### config.mk
export PLATFORM = sky130hd
export DESIGN_NAME = cp_fault_maint
export DESIGN_NICKNAME = d
export VERILOG_FILES = /design/src/rtl/cp_fault_pkg.sv /design/src/rtl/cp_decode_ctrl.sv /design/src/rtl/cp_fault_dp.sv /design/src/rtl/cp_fault_maint.sv
export SDC_FILE = /design/constraint.sdc
export NUM_CORES = 1
export LEC_CHECK = 0
export ABC_CLOCK_PERIOD_IN_PS = 4500
export BUFFER_PORTS_ARGS = -buffer_cell sky130_fd_sc_hd__buf_2
export CAP_MARGIN = 25
export CORE_MARGIN = 4
export CORE_UTILIZATION = 44
export CTS_CLUSTER_SIZE = 10
export DETAILED_ROUTE_END_ITERATION = 8
export PLACE_DENSITY = 0.72
export REMOVE_ABC_BUFFERS = 1
export SLEW_MARGIN = 20
export SYNTH_ARGS = -nofsm -noshare
export SYNTH_HDL_FRONTEND = slang
export SYNTH_HIERARCHICAL = 1
export SYNTH_SLANG_ARGS = --single-unit
export TNS_END_PERCENT = 30
### constraint.sdc
create_clock -name clk -period 4.5 [get_ports clk]
set_input_delay 0.9 -clock clk [delete_from_list [all_inputs] [get_ports clk]]
set_output_delay 0.9 -clock clk [all_outputs]
set_load 0.01 [all_outputs]
### src/rtl/cp_fault_pkg.sv
package cp_fault_pkg;

  // Decoded intent of one coprocessor access, handed from control to datapath
  typedef struct packed {
    logic farWrite;
    logic farRead;
    logic cacheInv;
    logic tlbAll;
    logic tlbOne;
    logic undef;
  } cpStrobes_t;

endpackage

### src/rtl/cp_decode_ctrl.sv
module cp_decode_ctrl
  import cp_fault_pkg::*;
#(
  parameter int REG_W      = 4,
  parameter int CRM_W      = 4,
  parameter int OP2_W      = 3,
  parameter int FAR_REG    = 6,
  parameter int CACHE_REG  = 7,
  parameter int TLB_REG    = 8,
  parameter int CACHE_CRM  = 7,
  parameter int CACHE_OP2  = 0,
  parameter int TLB_CRM_LO = 5,
  parameter int TLB_CRM_HI = 7,
  parameter int TLB_ALL_OP = 0,
  parameter int TLB_ONE_OP = 1
) (
  input  logic             cpValid,
  input  logic             cpWrite,
  input  logic [REG_W-1:0] regNum,
  input  logic [CRM_W-1:0] crm,
  input  logic [OP2_W-1:0] op2,
  output cpStrobes_t       strb
);

  localparam int CRM_CNT = 1 << CRM_W;
  localparam logic [REG_W-1:0] farSel   = REG_W'(FAR_REG);
  localparam logic [REG_W-1:0] cacheSel = REG_W'(CACHE_REG);
  localparam logic [REG_W-1:0] tlbSel   = REG_W'(TLB_REG);

  // Table of CRm values accepted by the TLB operations
  logic [CRM_CNT-1:0] tlbCrmMask;
  for (genvar g = 0; g < CRM_CNT; g++) begin : g_crm
    assign tlbCrmMask[g] = (g >= TLB_CRM_LO) && (g <= TLB_CRM_HI);
  end

  logic hitFar, hitCache, hitTlb;
  logic cacheOk, tlbCrmOk, tlbAllOk, tlbOneOk;

  always_comb begin
    hitFar   = cpValid && (regNum == farSel);
    hitCache = cpValid && (regNum == cacheSel);
    hitTlb   = cpValid && (regNum == tlbSel);
    cacheOk  = cpWrite && (op2 == OP2_W'(CACHE_OP2)) && (crm == CRM_W'(CACHE_CRM));
    tlbCrmOk = tlbCrmMask[crm];
    tlbAllOk = cpWrite && tlbCrmOk && (op2 == OP2_W'(TLB_ALL_OP));
    tlbOneOk = cpWrite && tlbCrmOk && (op2 == OP2_W'(TLB_ONE_OP));

    strb          = '0;
    strb.farWrite = hitFar && cpWrite;
    strb.farRead  = hitFar && !cpWrite;
    strb.cacheInv = hitCache && cacheOk;
    strb.tlbAll   = hitTlb && tlbAllOk;
    strb.tlbOne   = hitTlb && tlbOneOk;
    strb.undef    = (hitCache && !cacheOk) || (hitTlb && !tlbAllOk && !tlbOneOk);
  end

endmodule

### src/rtl/cp_fault_dp.sv
module cp_fault_dp
  import cp_fault_pkg::*;
#(
  parameter int DATA_W = 32
) (
  input  logic              clk,
  input  logic              rst,
  input  cpStrobes_t        strb,
  input  logic [DATA_W-1:0] wdata,
  input  logic              faultValid,
  input  logic              faultIsData,
  input  logic [DATA_W-1:0] faultMva,
  output logic [DATA_W-1:0] rdata,
  output logic              undef,
  output logic              cacheInv,
  output logic              tlbAll,
  output logic              tlbOne,
  output logic [DATA_W-1:0] tlbMva
);

  logic [DATA_W-1:0] farQ;
  logic              captureData;

  assign captureData = faultValid && faultIsData;

  // Fault address register: software write has priority over abort capture
  always_ff @(posedge clk) begin
    if (rst)                farQ <= '0;
    else if (strb.farWrite) farQ <= wdata;
    else if (captureData)   farQ <= faultMva;
  end

  // Registered responses, each live for one cycle
  always_ff @(posedge clk) begin
    if (rst) begin
      rdata    <= '0;
      undef    <= 1'b0;
      cacheInv <= 1'b0;
      tlbAll   <= 1'b0;
      tlbOne   <= 1'b0;
      tlbMva   <= '0;
    end else begin
      rdata    <= strb.farRead ? farQ : '0;
      undef    <= strb.undef;
      cacheInv <= strb.cacheInv;
      tlbAll   <= strb.tlbAll;
      tlbOne   <= strb.tlbOne;
      tlbMva   <= strb.tlbOne ? wdata : '0;
    end
  end

  p_write_wins_r5: assert property (@(posedge clk) disable iff (rst)
    strb.farWrite |=> farQ == $past(wdata));

  p_data_capture_r3: assert property (@(posedge clk) disable iff (rst)
    faultValid && faultIsData && !strb.farWrite |=> farQ == $past(faultMva));

  p_prefetch_hold_r4: assert property (@(posedge clk) disable iff (rst)
    faultValid && !faultIsData && !strb.farWrite |=> $stable(farQ));

  p_one_pulse_r10: assert property (@(posedge clk) disable iff (rst)
    $onehot0({undef, cacheInv, tlbAll, tlbOne}));

endmodule

### src/rtl/cp_fault_maint.sv
module cp_fault_maint
  import cp_fault_pkg::*;
#(
  parameter int DATA_W = 32,
  parameter int REG_W  = 4,
  parameter int CRM_W  = 4,
  parameter int OP2_W  = 3
) (
  input  logic              clk,
  input  logic              rst,
  input  logic              cpValid,
  input  logic              cpWrite,
  input  logic [REG_W-1:0]  cpRegNum,
  input  logic [CRM_W-1:0]  cpCrm,
  input  logic [OP2_W-1:0]  cpOp2,
  input  logic [DATA_W-1:0] cpWdata,
  input  logic              faultValid,
  input  logic              faultIsData,
  input  logic [DATA_W-1:0] faultMva,
  output logic [DATA_W-1:0] cpRdata,
  output logic              cpUndef,
  output logic              cacheInvAll,
  output logic              tlbInvAll,
  output logic              tlbInvEntry,
  output logic [DATA_W-1:0] tlbInvMva
);

  cpStrobes_t strb;

  cp_decode_ctrl #(
    .REG_W(REG_W), .CRM_W(CRM_W), .OP2_W(OP2_W)
  ) u_ctrl (
    .cpValid(cpValid),
    .cpWrite(cpWrite),
    .regNum (cpRegNum),
    .crm    (cpCrm),
    .op2    (cpOp2),
    .strb   (strb)
  );

  cp_fault_dp #(
    .DATA_W(DATA_W)
  ) u_dp (
    .clk        (clk),
    .rst        (rst),
    .strb       (strb),
    .wdata      (cpWdata),
    .faultValid (faultValid),
    .faultIsData(faultIsData),
    .faultMva   (faultMva),
    .rdata      (cpRdata),
    .undef      (cpUndef),
    .cacheInv   (cacheInvAll),
    .tlbAll     (tlbInvAll),
    .tlbOne     (tlbInvEntry),
    .tlbMva     (tlbInvMva)
  );

  p_read7_undef_r7: assert property (@(posedge clk) disable iff (rst)
    cpValid && !cpWrite && cpRegNum == REG_W'(7) |=> cpUndef);

  p_idle_quiet_r11: assert property (@(posedge clk) disable iff (rst)
    !cpValid |=> !cpUndef && !cacheInvAll && !tlbInvAll && !tlbInvEntry && cpRdata == '0);

  p_mva_zero_r9: assert property (@(posedge clk) disable iff (rst)
    !tlbInvEntry |-> tlbInvMva == '0);

endmodule

==> reports/results.ini, run 1 <==
[detailed_routing]
drt_first_pass_iters = 4
ant_nets = 0
avgRoutedWirePerCell_um = 14.9
drt_iter0_markers = 68
drc = 0
vias = 3057
vias_per_cell = 4.94
drt-total-wl_mm = 9.24

[finish]
diodes = 0
syn_to_final_growth_pct = 23.2
drive_gt1_frac = 0.473
nets = 566
layout_commonest_cell = buf_2
fillers = 825
layout.cells.most_common_list = buf_2 (148), dfxtp_1 (100), and2_1 (64)

[clocking]
post-cts-setup-buffer-count = 0
htreeDepth = 3
cts.sinks = 100
cts_tree = done
clock_latency_ps = 350
cts_inserted_buffers = 9
clockBufferDepth = 2
clkTransAtPathRegs_ps = 100
ctsHoldBuffers = 0
cts_resized = 0
root_buffer = clkbuf_8

[yosys]
ys_warn_count = 6
synth_cell_types = 30
synth_seq_cells = 100
syn_area_um2 = 4170
syn_avg_cell_area_um2 = 11.8
synth_top_flop_cell = dfxtp_1
async_flop_share = 0
synth_seq_area_share = 0.480
synthCells = 354
synth_edf_count = 0

[outcome]
status = completed

[hold_path]
holdCritPathClass = flop to flop

[die]
die_w_um = 105
coreArea_um2 = 9240
die-area_um2 = 11100
die_y_um = 105
io_pins = 149
row_count = 35
start_util = 0.451

[global_route]
grt_pass1_vias = 3053
grt_overflow = 0
track_usage = 0.168
grt_start_max_net_pins = 61
grt_pass1_wl_mm = 15.1
antenna_found_initial = 0

[sta]
final.setup_skew_ps = 9.16
hold_viol_final = 0
report.final.slew_viol_count = 0
worst_pin_slew_ps = 793
fin_crit_ps = 2470
timing.fmax_mhz = 405
rsz0062_at_grt = false
period_share = 0.548
final.setup.worst_slack_ps = 2030
relSlewSlack = 0.471
finalSetupViolCount = 0
fin_setup_tns_ps = 0

[power]
power.density_nw_per_um2 = 345
p_leak_nw = 2.37
power.total_mw = 1.77
peakVddDrop_mv = 0.162

[setup_path]
cp_max_fo = 60
slowest_stage = buf_4
worst-endpoint-required_ps = 4740
end_kind = flop
critPathBufInv = 2
path_class = primary input to flop
path_cells = buf_2 -> nand2_1 -> nor4_2 -> buf_4 -> a211oi_1 -> a2111oi_1
cp_slowest_stage_delay_ps = 690
crit_arrival_ps = 2700
crit_family = buffers and inverters
cp-start-kind = primary input

[placement]
gp_congestion = 0.823
pre_cts_slack_ps = 1670
dp_hpwl_mm = 6.27
numPortBuffers = 148

[run]
maxCapViolations = 0

flip-flops by register name, summed over array words and instances, names as in the netlist:
register / flops
u_dp/rdata: 32
u_dp/cacheInv: 1
u_dp/farQ: 32
u_dp/tlbAll: 1
u_dp/undef: 1
u_dp/tlbMva: 32
u_dp/tlbOne: 1
worst paths after layout:
path,from,end,slack (ps),cells past startpoint
worst max-delay path,cpRegNum[1],u_dp/farQ[31],2030,6
worst min-delay path,u_dp/farQ[24],u_dp/rdata[24],470,1
worst max register to register,u_dp/farQ[31],u_dp/farQ[31],3550,2
worst min register to register,u_dp/farQ[24],u_dp/rdata[24],470,1
routing by layer:
layer | GRT usage | part of all wire | routed length, um
met5 | 0 | 0 | 0
met4 | 0.0534 | 0.010 | 95
met3 | 0.0490 | 0.070 | 645
met2 | 0.276 | 0.47 | 4360
met1 | 0.212 | 0.45 | 4140
cells by family (layout without fill, tap and decap cells):
| family | after synthesis | in the layout | share of synthesized area |
|---|---|---|---|
| buf+inv | 68 | 204 | 0.0876 |
| flops | 100 | 100 | 0.480 |
| compound gates | 68 | 68 | 0.211 |
| simple gates | 118 | 118 | 0.221 |
power by group:
part | internal, mW | switching, mW | leakage [nW]
combinational | 0.0822 | 0.0813 | 1.43
clock | 0.388 | 0.304 | 0.124
sequential | 0.905 | 0.0122 | 0.812
per-stage QoR:
stage,std cells,area [um^2],util,hold WS (ps)
finish,619,5140,0.556,468
global route,619,5140,0.556,482
CTS,619,5140,0.556,469
detailed placement,603,4890,0.529,449
global placement,603,4890,0.529,439
floorplan,320,3930,-,431
synth_stat cells (4+ instances only):
cell       number  area, um^2
inv_1          34         128
buf_2          10        50.1
nor4bb_1       12         120
nor2b_1         4        25.0
a2111oi_2      30         450
buf_4          11        82.6
dfxtp_1       100        2000
a211oi_2       28         350
and4bb_1       20         250
a211oi_1        4        30.0
and2_1         64         400
clkbuf_1        9        33.8
layout make-up:
class | instances | area (um^2) | area share
clock buffer | 11 | 141 | 0.0275
clock inverter | 5 | 108 | 0.0209
inverter | 34 | 128 | 0.0248
timing repair buffer | 154 | 786 | 0.153
multi-input combinational | 186 | 1820 | 0.353
tap | 129 | 161 | 0.0314
sequential | 100 | 2000 | 0.389
worst reg2reg max path, stage by stage, from the launching register on:
cell,delay (ps)
dfxtp_1,360
a211oi_1,70
a2111oi_1,410
No activity file was read; power rests on OpenSTA's default activity.
==> run 2: changes to the inputs <==
- ABC_CLOCK_PERIOD_IN_PS: 4500 -> 2000
- PLACE_DENSITY: 0.72 -> 0.75
- clock period: 4.5 -> 2 ns (I/O delays scaled with it)
==> run 2 against run 1 <==
  * Global-route usage fell by 0.28 points
  * Critical path depth rose by 1
  * Clock power up 81%
  * Core utilization up 0.62 points
  * Largest power group unchanged
  * Largest cell class unchanged
  * Critical path type unchanged
  * Register-to-register slack worse by 2400 ps
  * Non-clock buffer count rose by 8
  * Worst hold slack lost 210 ps
  * Sequential cell count stayed put
  * Cell area up 1.1%
==> reports/results.ini, run 2 (synthesized netlist as in run 1, its figures left out) <==
[clocking]
cts.sinks = 100  ; unchanged
clock_latency_ps = 340  ; about the same
ctsHoldBuffers = 0  ; unchanged
clkTransAtPathRegs_ps = 100  ; about the same
post-cts-setup-buffer-count = 0  ; unchanged
root_buffer = clkbuf_8
clockBufferDepth = 2  ; unchanged
htreeDepth = 3  ; unchanged
cts_resized = 0  ; unchanged
cts_tree = done
cts_inserted_buffers = 9  ; unchanged

[power]
p_int_mw = 2.81  ; +100%
power.density_nw_per_um2 = 710  ; +110%
comb_power_share = 0.102  ; +0.010
p_leak_nw = 2.40  ; +1.4%
swShare = 0.237  ; +0.0132
peakVddDrop_mv = 0.482  ; +200%
p_sw_mw = 0.875  ; +120%
p_seq_frac = 0.559  ; +0.041
p_clk_frac = 0.339  ; -0.051

[setup_path]
worst-endpoint-required_ps = 2230  ; -2510 ps
crit_family = buffers and inverters
cp-start-kind = primary input
path_cells = buf_2 -> nand2_1 -> nor4_2 -> buf_4 -> buf_12 -> a211oi_1 -> a2111oi_1
crit_arrival_ps = 1780  ; -920 ps
cp_slowest_stage_delay_ps = 350  ; -340 ps
critPathBufInv = 3  ; +1
slowest_stage = a2111oi_1
cp_max_fo = 18  ; -70%
path_class = primary input to flop
cp_num_cells = 7  ; +1
reg2reg_depth = 2  ; unchanged
end_kind = flop

[finish]
reg_top3 = u_dp/farQ: 32 flops, u_dp/rdata: 32 flops, u_dp/tlbMva: 32 flops
syn_to_final_growth_pct = 24.6
layout.cells.most_common_list = buf_2 (148), dfxtp_1 (100), and2_1 (64)
layout_commonest_cell = buf_2
fin_cells = 626  ; +1.1%
nets = 574  ; +1.4%
final_util = 0.563  ; +0.00623
diodes = 0  ; unchanged
drive_gt1_frac = 0.481  ; +0.00742

[global_route]
grt_start_max_net_pins = 65  ; +6.6%
grt_pass1_wl_mm = 15.1  ; +0.19%
antenna_found_initial = 0  ; unchanged
track_usage = 0.165  ; -0.00283
grt_overflow = 0  ; unchanged
grt_pass1_vias = 3207  ; +5.0%

[run]
maxCapViolations = 0  ; unchanged

[die]
die_w_um = 105  ; unchanged
io_pins = 149  ; unchanged
die_y_um = 105  ; unchanged
die-area_um2 = 11100  ; unchanged
row_count = 35  ; unchanged
coreArea_um2 = 9240  ; unchanged
start_util = 0.451  ; unchanged

[outcome]
status = completed

[placement]
dp_hpwl_mm = 6.16  ; -1.7%
placedCellCount = 611  ; +1.3%
numPortBuffers = 148  ; unchanged
gp_congestion = 0.804  ; -2.4%

[sta]
relSlewSlack = 0.762  ; +0.291
report.final.slew_viol_count = 0  ; unchanged
rsz0062_at_grt = false
hold_viol_final = 0  ; unchanged
timing.fmax_mhz = 647
finalSetupViolCount = 0  ; unchanged
fin_crit_ps = 1550
hold_slack_ps = 263  ; -205 ps
final.setup_skew_ps = 11.0  ; +1.81 ps
fin_setup_tns_ps = 0  ; unchanged
worst_pin_slew_ps = 352  ; -441 ps
period_share = 0.773

[hold_path]
holdCritPathClass = primary input to flop
holdPathStages = 2  ; +1

[detailed_routing]
drc = 0  ; unchanged
vias_per_cell = 4.88  ; -1.2%
drt-total-wl_mm = 8.91  ; -3.6%
ant_nets = 0  ; unchanged
vias = 3056  ; -0.033%
avgRoutedWirePerCell_um = 14.2  ; -4.7%
drt_first_pass_iters = 4  ; unchanged
drt_iter0_markers = 61  ; -10%

run 2: worst paths after layout:
| check | startpoint | to | slack [ps] |
|---|---|---|---|
| max | cpRegNum[1] | u_dp/farQ[29] | 450 |
| min | cpWdata[27] | u_dp/tlbMva[27] | 260 |
| max reg2reg | u_dp/farQ[31] | u_dp/farQ[31] | 1150 |
| min reg2reg | u_dp/farQ[25] | u_dp/rdata[25] | 470 |
run 2: power groups by stage:
stage	logic (mW)	registers [mW]	clock network (mW)
global route	0.415	2.07	1.38
global placement	0.367	2.11	0
CTS	0.380	2.06	1.29
finish	0.376	2.06	1.25
detailed placement	0.379	2.11	0
floorplan	0.196	2.11	0
run 2: stage by stage:
step           total power [mW]  worst slack [ps]  cell area (um^2)
2_1_floorplan              2.30             -9840              3930
3_3_place_gp               2.48               161              5010
3_5_place_dp               2.49               104              5010
4_1_cts                    3.74               470              5200
5_1_grt                    3.87               342              5200
6_report                   3.69               455              5200
run 2: final cells by class:
class	instances	area, um^2
Fill cell	818	4040
Sequential cell	100	2000
Multi-Input combinational cell	186	1810
Timing Repair Buffer	162	908
Tap cell	129	161
Clock buffer	10	128
Inverter	34	128
Clock inverter	5	61.3
run 2: worst register-to-register path: cells and delay by family (launching register included):
kind,cells,cell delay [ps]
AO/OA/AOI/OAI,2,410
flip-flops,1,330
run 2: metal layers:
metal  vias to the layer above  track usage  wire (um)
met5                         -            0          0
met2                       101        0.273       4230
li1                       1541            -          -
met1                      1403        0.205       3810
met4                         0       0.0506        125
met3                        11       0.0521        748
